**src/rtl/segdrv_pkg.sv**
```systemverilog
package segdrv_pkg;
  typedef enum logic {
    BP_FOLLOW = 1'b0,
    BP_DIVIDE = 1'b1
  } bp_mode_e;

  typedef struct packed {
    logic rise;
    logic fall;
  } edge_t;
endpackage

```
**src/rtl/segdrv_sync.sv**
```systemverilog
module segdrv_sync #(
  parameter int WIDTH  = 1,
  parameter int STAGES = 2
) (
  input  logic             clk,
  input  logic             rst_n,
  input  logic [WIDTH-1:0] async_in,
  output logic [WIDTH-1:0] sync_out
);
  logic [WIDTH-1:0] pipe_q [STAGES];

  for (genvar s = 0; s < STAGES; s++) begin : g_stage
    if (s == 0) begin : g_first
      always_ff @(posedge clk or negedge rst_n) begin
        if (!rst_n) pipe_q[s] <= '0;
        else        pipe_q[s] <= async_in;
      end
    end else begin : g_next
      always_ff @(posedge clk or negedge rst_n) begin
        if (!rst_n) pipe_q[s] <= '0;
        else        pipe_q[s] <= pipe_q[s-1];
      end
    end
  end

  assign sync_out = pipe_q[STAGES-1];
endmodule

```
**src/rtl/segdrv_shift.sv**
```systemverilog
module segdrv_shift #(
  parameter int NSTAGE = 38,
  parameter int TAP_A  = 30,
  parameter int TAP_B  = 32,
  localparam int NTAP  = 3
) (
  input  logic              clk,
  input  logic              rst_n,
  input  segdrv_pkg::edge_t cl_edge,
  input  logic              sel_n_s,
  input  logic              din_s,
  output logic [NSTAGE-1:0] sr_q,
  output logic [NTAP-1:0]   tap_q
);
  logic              shift_en;
  logic [NSTAGE-1:0] sr_d;

  always_comb begin
    shift_en = cl_edge.fall && !sel_n_s;
    sr_d     = sr_q;
    if (shift_en) sr_d = {sr_q[NSTAGE-2:0], din_s};
  end

  always_ff @(posedge clk or negedge rst_n) begin
    if (!rst_n) sr_q <= '0;
    else        sr_q <= sr_d;
  end

  for (genvar g = 0; g < NTAP; g++) begin : g_tap
    localparam int POS = (g == 0) ? TAP_A : (g == 1) ? TAP_B : NSTAGE;
    logic tap_d;
    always_comb begin
      tap_d = tap_q[g];
      if (cl_edge.rise) tap_d = sr_q[POS-1];
    end
    always_ff @(posedge clk or negedge rst_n) begin
      if (!rst_n) tap_q[g] <= 1'b0;
      else        tap_q[g] <= tap_d;
    end
  end

  // a selected falling edge moves data in by one place
  p_shift_in_r1: assert property (@(posedge clk) disable iff (!rst_n)
    (cl_edge.fall && !sel_n_s) |=>
      (sr_q == {$past(sr_q[NSTAGE-2:0]), $past(din_s)}));

  // without a selected falling edge the register stays put
  p_hold_unsel_r2: assert property (@(posedge clk) disable iff (!rst_n)
    !(cl_edge.fall && !sel_n_s) |=> $stable(sr_q));

  // chain outputs move only after a rising serial edge
  p_tap_stable_r8: assert property (@(posedge clk) disable iff (!rst_n)
    !cl_edge.rise |=> $stable(tap_q));
endmodule

```
**src/rtl/segdrv_backplane.sv**
```systemverilog
module segdrv_backplane #(
  parameter int DIV_BITS = 8
) (
  input  logic                 clk,
  input  logic                 rst_n,
  input  logic                 dclk_s,
  input  segdrv_pkg::bp_mode_e mode,
  output logic                 bp
);
  logic                dclk_prev_q;
  logic                dclk_rise;
  logic [DIV_BITS-1:0] cnt_q, cnt_d;

  always_comb begin
    dclk_rise = dclk_s && !dclk_prev_q;
    cnt_d     = cnt_q;
    if (dclk_rise) cnt_d = cnt_q + 1'b1;
  end

  always_ff @(posedge clk or negedge rst_n) begin
    if (!rst_n) begin
      dclk_prev_q <= 1'b0;
      cnt_q       <= '0;
    end else begin
      dclk_prev_q <= dclk_s;
      cnt_q       <= cnt_d;
    end
  end

  always_comb begin
    if (mode == segdrv_pkg::BP_DIVIDE) bp = cnt_q[DIV_BITS-1];
    else                               bp = dclk_s;
  end

  // in divide mode the backplane only moves after a display clock rise
  p_div_hold_r6: assert property (@(posedge clk) disable iff (!rst_n)
    (mode == segdrv_pkg::BP_DIVIDE && $past(mode) == segdrv_pkg::BP_DIVIDE
     && !$past(dclk_s && !dclk_prev_q)) |-> $stable(bp));
endmodule

```
**src/rtl/segdrv_top.sv**
```systemverilog
module segdrv_top #(
  parameter int NSTAGE   = 38,
  parameter int TAP_A    = 30,
  parameter int TAP_B    = 32,
  parameter int DIV_BITS = 8,
  parameter int SYNC_LEN = 2
) (
  input  logic              clk,
  input  logic              rst_n,
  input  logic              ser_clk,
  input  logic              ser_din,
  input  logic              sel_n,
  input  logic              load,
  input  logic              disp_clk,
  input  logic              bp_mode,
  output logic [NSTAGE-1:0] seg_out,
  output logic              bp_out,
  output logic [2:0]        chain_out
);
  import segdrv_pkg::*;

  localparam int NSYNC = 6;

  logic             rst_pipe_q [2];
  logic             rst_i_n;
  logic [NSYNC-1:0] raw_in, syn;
  logic             cl_s, din_s, sel_s, ld_s, dclk_s, mode_s;
  logic             cl_prev_q;
  edge_t            cl_edge;
  logic [NSTAGE-1:0] sr, lat_q, lat_d;
  bp_mode_e          mode_e;

  // reset: asserted at once, released through two flops
  always_ff @(posedge clk or negedge rst_n) begin
    if (!rst_n) begin
      rst_pipe_q[0] <= 1'b0;
      rst_pipe_q[1] <= 1'b0;
    end else begin
      rst_pipe_q[0] <= 1'b1;
      rst_pipe_q[1] <= rst_pipe_q[0];
    end
  end
  assign rst_i_n = rst_pipe_q[1];

  assign raw_in = {bp_mode, disp_clk, load, sel_n, ser_din, ser_clk};

  segdrv_sync #(.WIDTH(NSYNC), .STAGES(SYNC_LEN)) u_sync (
    .clk(clk), .rst_n(rst_i_n), .async_in(raw_in), .sync_out(syn)
  );
  assign {mode_s, dclk_s, ld_s, sel_s, din_s, cl_s} = syn;

  always_ff @(posedge clk or negedge rst_i_n) begin
    if (!rst_i_n) cl_prev_q <= 1'b0;
    else          cl_prev_q <= cl_s;
  end

  always_comb begin
    cl_edge.rise = cl_s && !cl_prev_q;
    cl_edge.fall = !cl_s && cl_prev_q;
  end

  segdrv_shift #(.NSTAGE(NSTAGE), .TAP_A(TAP_A), .TAP_B(TAP_B)) u_shift (
    .clk(clk), .rst_n(rst_i_n), .cl_edge(cl_edge), .sel_n_s(sel_s),
    .din_s(din_s), .sr_q(sr), .tap_q(chain_out)
  );

  always_comb begin
    lat_d = lat_q;
    if (ld_s) lat_d = sr;
  end

  always_ff @(posedge clk or negedge rst_i_n) begin
    if (!rst_i_n) lat_q <= '0;
    else          lat_q <= lat_d;
  end

  assign mode_e = bp_mode_e'(mode_s);

  segdrv_backplane #(.DIV_BITS(DIV_BITS)) u_bp (
    .clk(clk), .rst_n(rst_i_n), .dclk_s(dclk_s), .mode(mode_e), .bp(bp_out)
  );

  assign seg_out = lat_q ^ {NSTAGE{bp_out}};

  // strobe high copies the register
  p_latch_copy_r3: assert property (@(posedge clk) disable iff (!rst_i_n)
    ld_s |=> (lat_q == $past(sr)));

  // strobe low holds the latch
  p_latch_hold_r4: assert property (@(posedge clk) disable iff (!rst_i_n)
    !ld_s |=> $stable(lat_q));
endmodule

```
**config.mk**
```make
export PLATFORM = sky130hd
export DESIGN_NAME = segdrv_top
export DESIGN_NICKNAME = d
export VERILOG_FILES = /design/src/rtl/segdrv_pkg.sv /design/src/rtl/segdrv_sync.sv /design/src/rtl/segdrv_shift.sv /design/src/rtl/segdrv_backplane.sv /design/src/rtl/segdrv_top.sv
export SDC_FILE = /design/constraint.sdc
export NUM_CORES = 1
export LEC_CHECK = 0
export BUFFER_PORTS_ARGS = -buffer_cell sky130_fd_sc_hd__clkbuf_2
export CAP_MARGIN = 20
export CELL_PAD_IN_SITES_DETAIL_PLACEMENT = 1
export CELL_PAD_IN_SITES_GLOBAL_PLACEMENT = 1
export CORE_MARGIN = 2
export CORE_UTILIZATION = 53
export CTS_CLUSTER_DIAMETER = 30
export DETAILED_ROUTE_END_ITERATION = 8
export PLACE_DENSITY_LB_ADDON = 0.1
export SYNTH_ARGS = -nofsm -noshare
export SYNTH_HDL_FRONTEND = slang
export SYNTH_HIERARCHICAL = 1
export SYNTH_SLANG_ARGS = --single-unit
```
**constraint.sdc**
```tcl
create_clock -name clk -period 9.1 [get_ports clk]
set_clock_uncertainty 0.05 [all_clocks]
set_input_delay 1.365 -clock clk [delete_from_list [all_inputs] [get_ports clk]]
set_output_delay 1.365 -clock clk [all_outputs]
set_load 0.005 [all_outputs]
```
## After elaboration in Yosys (flattened, before gate mapping)

Index checks and enable logic that the tools add are counted.

| word-level totals | value |
|---|---|
| flip-flop bits (word level) | 103 |
| bits of input ports | 8 |
| output and inout bits | 42 |
| word-level logic and storage cells | 23 |

| operators by class | value |
|---|---|
| add/sub/neg operators | 1 |
| muxes and demuxes | 1 |
| bitwise operators | 1 |
| reduce and logical (&&, ||, !) cells | 8 |

Operator list:

| operator | count |
|---|---|
| XOR 38 bit | 1 |
| adder 8 x 1 -> 8 bit, second input constant | 1 |
| logical AND 1 bit | 4 |
| logical NOT 1 bit | 4 |
| two-way mux 1 bit | 1 |

## Depth between registers and ports, before layout

| depth | value |
|---|---|
| word-level depth | 3 |
| mapped depth | 6 |

## Cells and area by module

Netlist, hierarchy kept.

By module, submodules not included:

| module | instances | cells each | area each (um^2) | sequential area each (um^2) |
|---|---|---|---|---|
| segdrv_top | 1 | 128 | 1951.9 | 1026.0 |
| segdrv_shift | 1 | 87 | 1635.3 | 1026.0 |
| segdrv_backplane | 1 | 30 | 404.1 | 225.2 |
| segdrv_sync | 1 | 18 | 345.3 | 300.3 |

## Worst setup path before layout

No wires, ideal clock.

| path | value |
|---|---|
| kind | register -> output |
| start point | reg u_sync.pipe_q, in the netlist u_sync/sync_out[4] |
| end point | out seg_out[16] |
| arrival | 1.268 ns |
| setup slack | 6.417 ns |
| cell stages (with the launch flop) | 6 |
| path buffers | 3 |
| path through | dfrtp_1 -> buf_4 -> mux2_2 -> buf_4 -> buf_6 -> xor2_1 |

| on the way | value |
|---|---|
| longest elaborated chain between the ends | 2 |

RTL lines:

| what | RTL line | RTL |
|---|---|---|
| start: declaration | segdrv_sync.sv:10 | `logic [WIDTH-1:0] pipe_q [STAGES];` |
| start signal: indexed assignment | segdrv_sync.sv:21 | `else pipe_q[s] <= pipe_q[s-1];` |
| two-way mux 1 bit | segdrv_backplane.sv:31 | `if (mode == segdrv_pkg::BP_DIVIDE) bp = cnt_q[DIV_BITS-1];` |
| via bp_out | segdrv_top.sv:17 | `output logic bp_out,` |
| XOR 38 bit | segdrv_top.sv:83 | `assign seg_out = lat_q ^ {NSTAGE{bp_out}};` |
| end: declaration | segdrv_top.sv:16 | `output logic [NSTAGE-1:0] seg_out,` |

The timed path passes the listed nets, and every way through them passes these cells.

## Worst setup path after layout

| path | value |
|---|---|
| start point | reg u_sync.pipe_q, in the netlist u_sync/sync_out[4] |
| end point | out seg_out[20] |

| on the way | value |
|---|---|
| longest elaborated chain between the ends | 2 |

RTL lines:

| what | RTL line |
|---|---|
| two-way mux 1 bit | segdrv_backplane.sv:31 |
| XOR 38 bit | segdrv_top.sv:83 |

No other way between the ends.

==> flow_metrics.tcl <==
set metrics [dict create \
    area_growth_pct 9.64 \
    timing.hold.ws_ps 203 \
    grt_usage 0.166 \
    fp.coreArea_um2 7810 \
    drc 0 \
    final_cell_mix "dfrtp_1, clkbuf_2, xor2_1, mux2_2, mux2_4" \
    dieArea_um2 8920 \
    post_cts_buffers 0 \
    endpoint_kind "output pin" \
    ios 50 \
    cts_tree "done" \
    power_frac_seq 0.588 \
    cts_buffers 9 \
    cp_max_fo 22 \
    crit_type "reg2out" \
    setup_tns_ps 0 \
    setup_viol 0 \
    hpwl_mm 4.07 \
    hold_buffers 0 \
    crit_arrival_ps 1980 \
    fin_crit_sh 0.373 \
    worst_pin_slew_ps 1080 \
    clock-sinks 103 \
    cts_resized 0 \
    fp.dieW_um 94.5 \
    worstSkewPairLatency_ps 360 \
    p_int_uw 684 \
    die_h_um 94.5 \
    hold_viol 0 \
    synth.area.top_cells "dfrtp_1, mux2_4, mux2_2" \
    final_common_cell "dfrtp_1" \
    synthCells 263 \
    p_sw_frac 0.266 \
    ant_nets 0 \
    yosysSeqAreaShare 0.594 \
    nets 317 \
    drive_gt1_frac 0.492 \
    fin_crit_ps 3390 \
    avgSynthCellArea_um2 16.5 \
    wire_per_inst_um 15.9 \
    routabilityCongestion 0.702 \
    antenna_cells 0 \
    firstDrtPassIters 3 \
    grt_start_max_net_pins 73 \
    synth_area_um2 4340 \
    cp.required_ps 7690 \
    setup_ws_ps 5710 \
    slew_headroom 0.283 \
    wirelength_mm 6.60 \
    setup.worst_path.start_class "flip-flop" \
    grt_pass1_vias 2246 \
    htree_levels 3 \
    yosys_register_bits 103 \
    fmax_mhz 295 \
    std_cell_rows 32 \
    status "finished clean" \
    antenna_found_initial 0 \
    cts-root-buf "clkbuf_8" \
    yosys_warnings 6 \
    finalMaxSlewViolations 0 \
    dp_slack_ps 5830 \
    hold_path_class "reg2async" \
    synth.top_cell.area_share 0.594 \
    first_iter_violations 44 \
    vias 2097 \
    ir_drop_mv 0.119 \
    syn_nets 272 \
    synth_cell_type_count 21 \
    fillers 738 \
    path_clk_slew_ps 100 \
    clkPwrFrac 0.282 \
    vias_per_cell 5.05 \
    grt_pass1_wl_mm 11.4 \
    grt_setup_unrepaired "no" \
    maxCapViolCount 0 \
    p_sw_uw 247 \
    power-per-cell-area_nw_per_um2 196 \
    portBuffers 49 \
    synth_top_area_cell "dfrtp_1" \
    grt_overflow 0 \
    clk_path_buf_depth 2 \
    p_comb_frac 0.130 \
    start_util 0.555 \
    p_leak_uw 0.00255 \
]
==> flip-flops by register name (all words and copies together) (netlist names), 3 cells and up <==
name and flops:
u_sync/sync_out 6, u_bp/cnt_q 8, u_shift/tap_q 3, u_sync/pipe_q 6
lat_q 38, u_shift/sr_q 38
==> cells by family after synthesis <==
logic type	Yosys count	share of synthesized area
XOR/XNOR	45	0.0909
buffers and inverters	18	0.0410
flip-flops	103	0.594
multiplexers	81	0.245
other	1	0.000865
AND/OR/NAND/NOR	14	0.0251
adder cells (fa/ha/maj)	1	0.00288
==> metrics by stage <==
step	utilization	cells	cell area [µm²]	power [µW]
3_5_place_dp	0.583	398	4550	679
4_1_cts	0.606	414	4730	947
2_1_floorplan	-	263	4340	635
6_report	0.609	415	4750	932
5_1_grt	0.609	415	4750	983
3_3_place_gp	0.583	398	4550	672
==> critical path, cell delays in order (launching register included) <==
cell,delay (ps)
dfrtp_1,430
mux2_2,560
buf_12,270
xor2_1,200
clkbuf_2,140
==> final timing paths <==
check,startpoint,end,slack (ps),cells after the start
max,u_sync/sync_out[4],seg_out[20],5710,4
min,rst_i_n,u_sync/pipe_q[8],200,0
max reg2reg,u_sync/sync_out[0],u_shift/sr_q[1],7370,4
min reg2reg,rst_i_n,u_sync/pipe_q[8],200,0
max in group asynchronous,rst_i_n,u_sync/sync_out[3],7520,1
min in group clk,u_sync/pipe_q[8],u_sync/sync_out[2],310,0
==> power groups by stage <==
stage | logic (µW) | clock network [µW] | registers (µW)
after floorplan | 89.9 | 0 | 545
after global placement | 117 | 0 | 555
after detailed placement | 122 | 0 | 557
after CTS | 123 | 275 | 549
after global routing | 136 | 291 | 557
final | 121 | 263 | 548
==> Yosys cell counts (all sizes together) <==
cell    count
mux2       81
nand2       3
and4        1
dfrtp     103
xor2       42
nand3b      1
ha          1
xnor2       3
and2b       1
and3        2
nand4       1
buf        18
nor2        1
nor3        1
nor2b       3
conb        1
==> final cells by class <==
| class | count | area, µm² | share of cell area |
|---|---|---|---|
| Sequential cell | 103 | 2580 | 0.543 |
| Multi-Input combinational cell | 142 | 1580 | 0.333 |
| Timing Repair Buffer | 52 | 280 | 0.0589 |
| Clock buffer | 11 | 141 | 0.0297 |
| Tap cell | 102 | 128 | 0.0268 |
| Clock inverter | 5 | 41.3 | 0.00868 |
==> layer usage <==
layer	global-route usage	part of all wire	up-vias
li1	-	-	970
met1	0.230	0.48	1082
met2	0.259	0.48	38
met3	0.0479	0.036	7
met4	0.0435	0.0095	0
met5	0	0	-
(Power assumes the default switching activity.)
